**src/rtl/pp_fifo_pkg.sv**
```systemverilog
package pp_fifo_pkg;

    typedef struct packed {
        logic       tag;
        logic [7:0] data;
    } pp_entry_t;

    typedef struct packed {
        logic        full;
        logic [15:0] word;
    } pp_buf_t;

    function automatic pp_entry_t mk_entry(input logic tag, input logic [7:0] data);
        pp_entry_t e;
        e.tag  = tag;
        e.data = data;
        return e;
    endfunction

    function automatic logic [15:0] pair_word(input pp_entry_t first, input pp_entry_t second);
        return {second.data, first.data};
    endfunction

endpackage

```
**src/rtl/pp_byte_fifo.sv**
```systemverilog
module pp_byte_fifo
    import pp_fifo_pkg::*;
#(
    parameter int DEPTH = 64,
    localparam int PW = $clog2(DEPTH),
    localparam int CW = PW + 1
) (
    input  logic                 clk,
    input  logic                 rst,
    input  logic                 clr,
    input  logic [1:0]           push_n,
    input  pp_entry_t [1:0]      wr_e,
    input  logic [1:0]           pop_n,
    output pp_entry_t            head0,
    output pp_entry_t            head1,
    output logic [CW-1:0]        level
);
    pp_entry_t      mem [DEPTH];
    logic [PW-1:0]  wp;
    logic [PW-1:0]  rp;

    always_ff @(posedge clk) begin
        for (int l = 0; l < 2; l++) begin
            if (2'(l) < push_n) begin
                mem[wp + PW'(l)] <= wr_e[l];
            end
        end
    end

    always_ff @(posedge clk) begin
        if (rst || clr) begin
            wp    <= '0;
            rp    <= '0;
            level <= '0;
        end else begin
            wp    <= wp + PW'(push_n);
            rp    <= rp + PW'(pop_n);
            level <= level + CW'(push_n) - CW'(pop_n);
        end
    end

    assign head0 = mem[rp];
    assign head1 = mem[rp + PW'(1)];

endmodule

```
**src/rtl/pp_rx_timeout.sv**
```systemverilog
module pp_rx_timeout #(
    parameter int TMO_W = 16,
    parameter logic [TMO_W-1:0] TMO_LOAD = '1
) (
    input  logic clk,
    input  logic rst,
    input  logic clr,
    input  logic armed,
    input  logic restart,
    output logic fire
);
    logic [TMO_W-1:0] cnt;

    always_ff @(posedge clk) begin
        if (rst || clr || !armed || restart) begin
            cnt <= TMO_LOAD;
        end else if (cnt != '0) begin
            cnt <= cnt - TMO_W'(1);
        end
    end

    assign fire = armed && (cnt == '0);

endmodule

```
**src/rtl/pp_req_ctrl.sv**
```systemverilog
module pp_req_ctrl #(
    parameter int DEPTH = 64,
    localparam int CW = $clog2(DEPTH) + 1
) (
    input  logic          clk,
    input  logic          rst,
    input  logic          clr,
    input  logic          dma_en,
    input  logic          dir_rx,
    input  logic [CW-1:0] thresh,
    input  logic [CW-1:0] level,
    input  logic          buf_full,
    input  logic          ack_ok,
    input  logic          load,
    input  logic          load_tag,
    input  logic          cpu_rd,
    input  logic          tmo_fire,
    output logic          req
);
    int   eff_free;
    int   lvl;
    logic req_nx;

    always_comb begin
        lvl      = int'(level);
        eff_free = DEPTH - lvl - (buf_full ? 2 : 0);
        if (!dma_en) begin
            req_nx = 1'b0;
        end else if (!dir_rx) begin
            if (req) req_nx = (eff_free - (ack_ok ? 2 : 0)) >= 2;
            else     req_nx = (eff_free >= 2) && (eff_free >= int'(thresh));
        end else begin
            if (req && load)
                req_nx = !load_tag;
            else if (req)
                req_nx = !((!buf_full || ack_ok || cpu_rd) && lvl < 2);
            else
                req_nx = !buf_full && lvl >= 2 && (lvl >= int'(thresh) || tmo_fire);
        end
    end

    always_ff @(posedge clk) begin
        if (rst || clr) req <= 1'b0;
        else            req <= req_nx;
    end

endmodule

```
**src/rtl/pp_dma_fifo.sv**
```systemverilog
module pp_dma_fifo
    import pp_fifo_pkg::*;
#(
    parameter int DEPTH      = 64,
    parameter int TMO_W      = 16,
    parameter int TMO_CYCLES = 65535,
    localparam int CW = $clog2(DEPTH) + 1
) (
    input  logic          clk,
    input  logic          rst,
    input  logic          cfg_dir_rx,
    input  logic          cfg_dma_en,
    input  logic          cfg_int_en,
    input  logic          cfg_buf_wr_en,
    input  logic [CW-1:0] cfg_thresh,
    input  logic          cfg_fifo_clr,
    input  logic          cpu_buf_wr,
    input  logic [15:0]   cpu_buf_wdata,
    input  logic          cpu_buf_rd,
    output logic          dma_req,
    input  logic          dma_ack,
    input  logic [15:0]   dma_wdata,
    output logic [15:0]   buf_rdata,
    input  logic          eng_in_valid,
    input  logic [7:0]    eng_in_data,
    input  logic          eng_in_tag,
    output logic          eng_in_ready,
    output logic          eng_out_valid,
    output logic [7:0]    eng_out_data,
    output logic          eng_out_tag,
    input  logic          eng_out_ready,
    output logic          st_buf_full,
    output logic          st_fifo_empty,
    output logic          st_fifo_full,
    output logic [CW-1:0] st_free,
    output logic          irq_tag
);
    localparam logic [CW-1:0] FULL_LVL = CW'(DEPTH);

    pp_buf_t          bufr;
    pp_entry_t        head0, head1;
    pp_entry_t [1:0]  wr_e;
    logic [CW-1:0]    level;
    logic [1:0]       push_n, pop_n;
    logic             req_q, ack_ok, drain, cpu_wr_ok, eng_pop;
    logic             eng_push, load, load_tag, cpu_rd, tmo_fire, irq_q;

    assign st_free  = FULL_LVL - level;
    assign dma_req  = req_q && (!cfg_dir_rx || bufr.full);
    assign ack_ok   = dma_ack && dma_req;

    // transmit path: buffer splits into two bytes, engine pops one per cycle
    assign drain     = !cfg_dir_rx && bufr.full && (st_free >= CW'(2));
    assign cpu_wr_ok = !cfg_dir_rx && cfg_buf_wr_en && cpu_buf_wr && !ack_ok
                       && (!bufr.full || drain);
    assign eng_pop   = !cfg_dir_rx && eng_out_ready && (level != '0);

    // receive path: engine pushes one byte, buffer takes a pair under request
    assign eng_push  = cfg_dir_rx && eng_in_valid && (level != FULL_LVL);
    assign load      = cfg_dir_rx && req_q && (!bufr.full || ack_ok) && (level >= CW'(2));
    assign load_tag  = head0.tag || head1.tag;
    assign cpu_rd    = cfg_dir_rx && cpu_buf_rd && bufr.full;

    always_comb begin
        wr_e[0] = drain ? mk_entry(1'b0, bufr.word[7:0]) : mk_entry(eng_in_tag, eng_in_data);
        wr_e[1] = mk_entry(1'b0, bufr.word[15:8]);
        push_n  = drain ? 2'd2 : (eng_push ? 2'd1 : 2'd0);
        pop_n   = load  ? 2'd2 : (eng_pop  ? 2'd1 : 2'd0);
    end

    pp_byte_fifo #(.DEPTH(DEPTH)) u_fifo (
        .clk    (clk),
        .rst    (rst),
        .clr    (cfg_fifo_clr),
        .push_n (push_n),
        .wr_e   (wr_e),
        .pop_n  (pop_n),
        .head0  (head0),
        .head1  (head1),
        .level  (level)
    );

    pp_rx_timeout #(.TMO_W(TMO_W), .TMO_LOAD(TMO_W'(TMO_CYCLES))) u_tmo (
        .clk     (clk),
        .rst     (rst),
        .clr     (cfg_fifo_clr),
        .armed   (cfg_dir_rx && (level != '0) && !req_q),
        .restart (eng_push),
        .fire    (tmo_fire)
    );

    pp_req_ctrl #(.DEPTH(DEPTH)) u_req (
        .clk      (clk),
        .rst      (rst),
        .clr      (cfg_fifo_clr),
        .dma_en   (cfg_dma_en),
        .dir_rx   (cfg_dir_rx),
        .thresh   (cfg_thresh),
        .level    (level),
        .buf_full (bufr.full),
        .ack_ok   (ack_ok),
        .load     (load),
        .load_tag (load_tag),
        .cpu_rd   (cpu_rd),
        .tmo_fire (tmo_fire),
        .req      (req_q)
    );

    always_ff @(posedge clk) begin
        if (rst || cfg_fifo_clr) begin
            bufr  <= '0;
            irq_q <= 1'b0;
        end else begin
            if (!cfg_dir_rx) begin
                if (ack_ok)         bufr <= '{full: 1'b1, word: dma_wdata};
                else if (cpu_wr_ok) bufr <= '{full: 1'b1, word: cpu_buf_wdata};
                else if (drain)     bufr.full <= 1'b0;
            end else begin
                if (load)                 bufr <= '{full: 1'b1, word: pair_word(head0, head1)};
                else if (ack_ok || cpu_rd) bufr.full <= 1'b0;
            end
            if (load && load_tag && cfg_int_en) irq_q <= 1'b1;
            else if (cpu_rd)                    irq_q <= 1'b0;
        end
    end

    assign buf_rdata     = bufr.word;
    assign st_buf_full   = bufr.full;
    assign st_fifo_empty = (level == '0);
    assign st_fifo_full  = (level == FULL_LVL);
    assign eng_in_ready  = cfg_dir_rx && (level != FULL_LVL);
    assign eng_out_valid = !cfg_dir_rx && (level != '0);
    assign eng_out_data  = head0.data;
    assign eng_out_tag   = head0.tag;
    assign irq_tag       = irq_q;

endmodule

```
**config.mk**
```make
export PLATFORM = sky130hd
export DESIGN_NAME = pp_dma_fifo
export DESIGN_NICKNAME = d
export VERILOG_FILES = /design/src/rtl/pp_fifo_pkg.sv /design/src/rtl/pp_byte_fifo.sv /design/src/rtl/pp_rx_timeout.sv /design/src/rtl/pp_req_ctrl.sv /design/src/rtl/pp_dma_fifo.sv
export SDC_FILE = /design/constraint.sdc
export NUM_CORES = 2
export LEC_CHECK = 0
export ABC_CLOCK_PERIOD_IN_PS = 4700
export BUFFER_PORTS_ARGS = -buffer_cell sky130_fd_sc_hd__buf_2
export CAP_MARGIN = 20
export CORE_MARGIN = 10
export CORE_UTILIZATION = 45
export DETAILED_ROUTE_END_ITERATION = 6
export PLACE_DENSITY = 0.67
export REMOVE_ABC_BUFFERS = 1
export SLEW_MARGIN = 20
export SYNTH_ARGS = -nofsm -noshare
export SYNTH_HDL_FRONTEND = slang
export SYNTH_SLANG_ARGS = --single-unit
```
**constraint.sdc**
```tcl
create_clock -name clk -period 4.7 [get_ports clk]
set_input_delay 0.235 -clock clk [delete_from_list [all_inputs] [get_ports clk]]
set_output_delay 0.235 -clock clk [all_outputs]
set_load 0.01 [all_outputs]
```
==> metrics <==
post-detailed-route wirelength per cell 30.1 um; die extent in y 308 um; Synth Area in Compound Gates 0.112; grt ovf 0; cell breakdown of the critical path inv_1, ha_2, and3b_1, o21ai_0, a2111oi_1, buf_4, nand2_1, ha_1, nor2_1, nand4_1, a2111oi_2, nand3_1, or4_1, a221o_1, o31ai_1, a21oi_1; Final Hold Viols 0; number of violations reported at the end of detailed-routing iteration 0 4725; mux share of post-synthesis cell area 0.240; library cell occupying the most area in the post-synthesis netlist sky130_fd_sc_hd__edfxtp_1; first-pass GRT wire length 191 mm; antenna violations before repair 12; crit end category flip-flop; Residual DRC 0; Worst Tran Pin Value 1.14 ns; Max-cap violations 0; clock latency on the worst-skew pair 0.64 ns; status complete, no violations; maximum buffer depth of the clock tree 3; count of final max-slew check failures 0; Adder-Cell Fraction of Synth Area 0.0182; startpoint-to-endpoint class of the critical path flip-flop to flip-flop; number of library cell types mapped by synthesis 80; clock root buffer sky130_fd_sc_hd__clkbuf_16; worst path required time 5.20 ns; crit-path max FO 9; sequential element share of the synthesized area 0.475; CP Data Arrival Time 4.83 ns; number of search-and-repair iterations in the first detailed-routing pass 6; number of cells produced by synthesis 3188; placed cells 4232; min Tclk post-route 4.32 ns; EDFF count, synth 512; highest attainable clock frequency 231 MHz; maximum clock skew at final layout 0.0217 ns; count of warnings emitted by yosys 0; clock slew at the register clock pins of the worst setup and hold paths 0.06 ns; Std-Cell Rows 105; leakage power summed over all cells 0.0125 uW; setup repair after global routing missed its margin no; share of the cycle needed by the critical path after routing 0.919; flops & latches, synth 630; endpoints failing setup 0; reg-to-reg critical path startpoint u_fifo.level[2]; HPWL after detailed placement 87.6 mm; tightest slew margin relative to the limit 0.241; pin count of the biggest net entering global routing 149; commonest cells after routing, fill and taps aside sky130_fd_sc_hd__nand2_1 (636), sky130_fd_sc_hd__edfxtp_1 (512), sky130_fd_sc_hd__o21ai_0 (503); launch point of the worst hold path cpu_buf_wdata[7]; longest individual stage delay on the worst path 0.52 ns; Sinks on Clock Net 630; filler-free cell count of the finished design 4371; number of global-route vias before repair 27439; Post CTS Setup Buffer Count 0; number of H-tree levels 3; first element of the critical path u_fifo.level[2]; floorplan die area 94900 um^2; final wirelength 132 mm; area of the core region 82200 um^2; cts bufs inserted 72; # IOs 99; post-synthesis share of cell area spent on and, or, nand and nor gates 0.111; synthesis-to-finish area growth 12.5%; GP Congestion 0.971; maximum vdd drop 303 uV; Worst setup SP type flip-flop; post-synthesis share of cell area spent on xor and xnor gates 0.00901; combined area of all synthesized cells 37400 um^2; worst min-delay path class input port to flip-flop; dominant combinational cell family by area after synthesis multiplexers; Synth Flop Type sky130_fd_sc_hd__edfxtp_1; Final ANT Viol Nets 0; via count of the routed design 29912; Vias per Instance 6.84; initial core utilization 0.454; fraction of synthesized cell area taken by the top area cell type 0.412; Die X 308 um; final setup TNS 0 ns; Layout Nets 3351; ys async rst share 0; mean instance size in the synthesized netlist 11.7 um^2; power per cell area 357 nW/um^2; cell with the largest stage delay on the worst path sky130_fd_sc_hd__or4_1; CTS tree built; input/output buffers 98; fraction of layout instances using a drive strength above 1 0.247; Total GRT Usage 0.273; top area cells in the synthesized netlist sky130_fd_sc_hd__edfxtp_1 (41%), sky130_fd_sc_hd__mux4_2 (22%), sky130_fd_sc_hd__o21ai_0 (7.0%); fraction of the core area covered by cells at the end of the flow 0.511; leading cell type in the layout, fill and taps excluded sky130_fd_sc_hd__nand2_1
synth_stat cells (14+ instances only):
| cell | n |
|---|---|
| sky130_fd_sc_hd__a21oi_1 | 71 |
| sky130_fd_sc_hd__a22o_1 | 57 |
| sky130_fd_sc_hd__and2_1 | 15 |
| sky130_fd_sc_hd__buf_1 | 35 |
| sky130_fd_sc_hd__buf_2 | 28 |
| sky130_fd_sc_hd__clkbuf_1 | 197 |
| sky130_fd_sc_hd__dfxtp_1 | 118 |
| sky130_fd_sc_hd__edfxtp_1 | 512 |
| sky130_fd_sc_hd__ha_1 | 48 |
| sky130_fd_sc_hd__inv_1 | 39 |
| sky130_fd_sc_hd__mux2i_1 | 49 |
| sky130_fd_sc_hd__mux4_2 | 372 |
| sky130_fd_sc_hd__nand2_1 | 636 |
| sky130_fd_sc_hd__nand3_1 | 50 |
| sky130_fd_sc_hd__nor2_1 | 148 |
| sky130_fd_sc_hd__nor2_2 | 14 |
| sky130_fd_sc_hd__nor3_1 | 20 |
| sky130_fd_sc_hd__o21ai_0 | 526 |
| sky130_fd_sc_hd__o21ai_1 | 14 |
| sky130_fd_sc_hd__o22ai_1 | 21 |
| sky130_fd_sc_hd__xnor2_1 | 22 |
cells by family (layout without fill, tap and decap cells):
group,count (synthesis),after routing
AO/OA/AOI/OAI,748,748
multiplexers,430,430
AND/OR/NAND/NOR,977,977
flip-flops,630,630
other,0,5
buffers and inverters,315,423
adder cells (fa/ha/maj),52,52
XOR/XNOR,36,36
worst max-delay path, delay by kind of cell (launching register included):
family	cells	cell delay, ns
AOI/OAI and AO/OA	6	1.59
DFF	1	0.31
adders and majority gates	2	0.61
buffers and inverters	2	0.37
and+or+nand+nor	6	1.31
worst paths after layout:
kind,endpoint,cells past startpoint,slack (ns)
setup / recovery,u_req.req,16,0.38
hold / removal,buf_rdata[7],5,0.05
setup reg to reg,u_req.req,16,0.38
hold reg to reg,u_fifo.mem[6][8],2,0.47
layout make-up:
class	count	area [um^2]
well taps	1070	1340
flip-flops and latches	630	17800
clock buffers	95	1960
diodes	5	12.5
repair buffers	251	1870
multi-input cells	2243	18500
clock inverters	36	384
fillers	7013	40200
inverters	41	156
metal layers:
metal | vias up | global-route usage | part of all wire
met3 | 442 | 0.0930 | 0.16
met2 | 2609 | 0.390 | 0.42
met5 | - | 0.00422 | 0.00096
li1 | 12275 | - | -
met4 | 14 | 0.127 | 0.057
met1 | 14572 | 0.370 | 0.36
sequential cells by signal (all words and copies together) (netlist names):
| register | flops |
|---|---|
| irq_tag | 1 |
| u_fifo.mem | 576 |
| buf_rdata | 16 |
| u_fifo.rp | 6 |
| u_fifo.level | 7 |
| u_fifo.wp | 6 |
| st_buf_full | 1 |
| u_req.req | 1 |
| u_tmo.cnt | 16 |
timing repair:
action / 4_1_cts / 5_1_grt
resized for setup: 0 / 6
hold buffers: 2 / 0
endpoints found under the setup margin: 0 / 1
hold endpoints to repair: 2 / 0
report_power, final:
group | internal [uW] | switching [uW]
clock network | 3290 | 2430
registers | 6000 | 101
logic | 1310 | 1860
stage by stage:
step,setup slack (ns),hold WS [ns],area [um^2],total power [uW]
4_1_cts,0.154,0.0349,42000,14900
6_report,0.379,0.0477,42000,15000
2_1_floorplan,-12.13,0.351,36200,8470
3_3_place_gp,0.300,0.452,39600,9270
3_5_place_dp,0.163,0.464,39600,9280
5_1_grt,0.00761,0.0579,42000,15400
No activity file was read; power rests on OpenSTA's default activity.
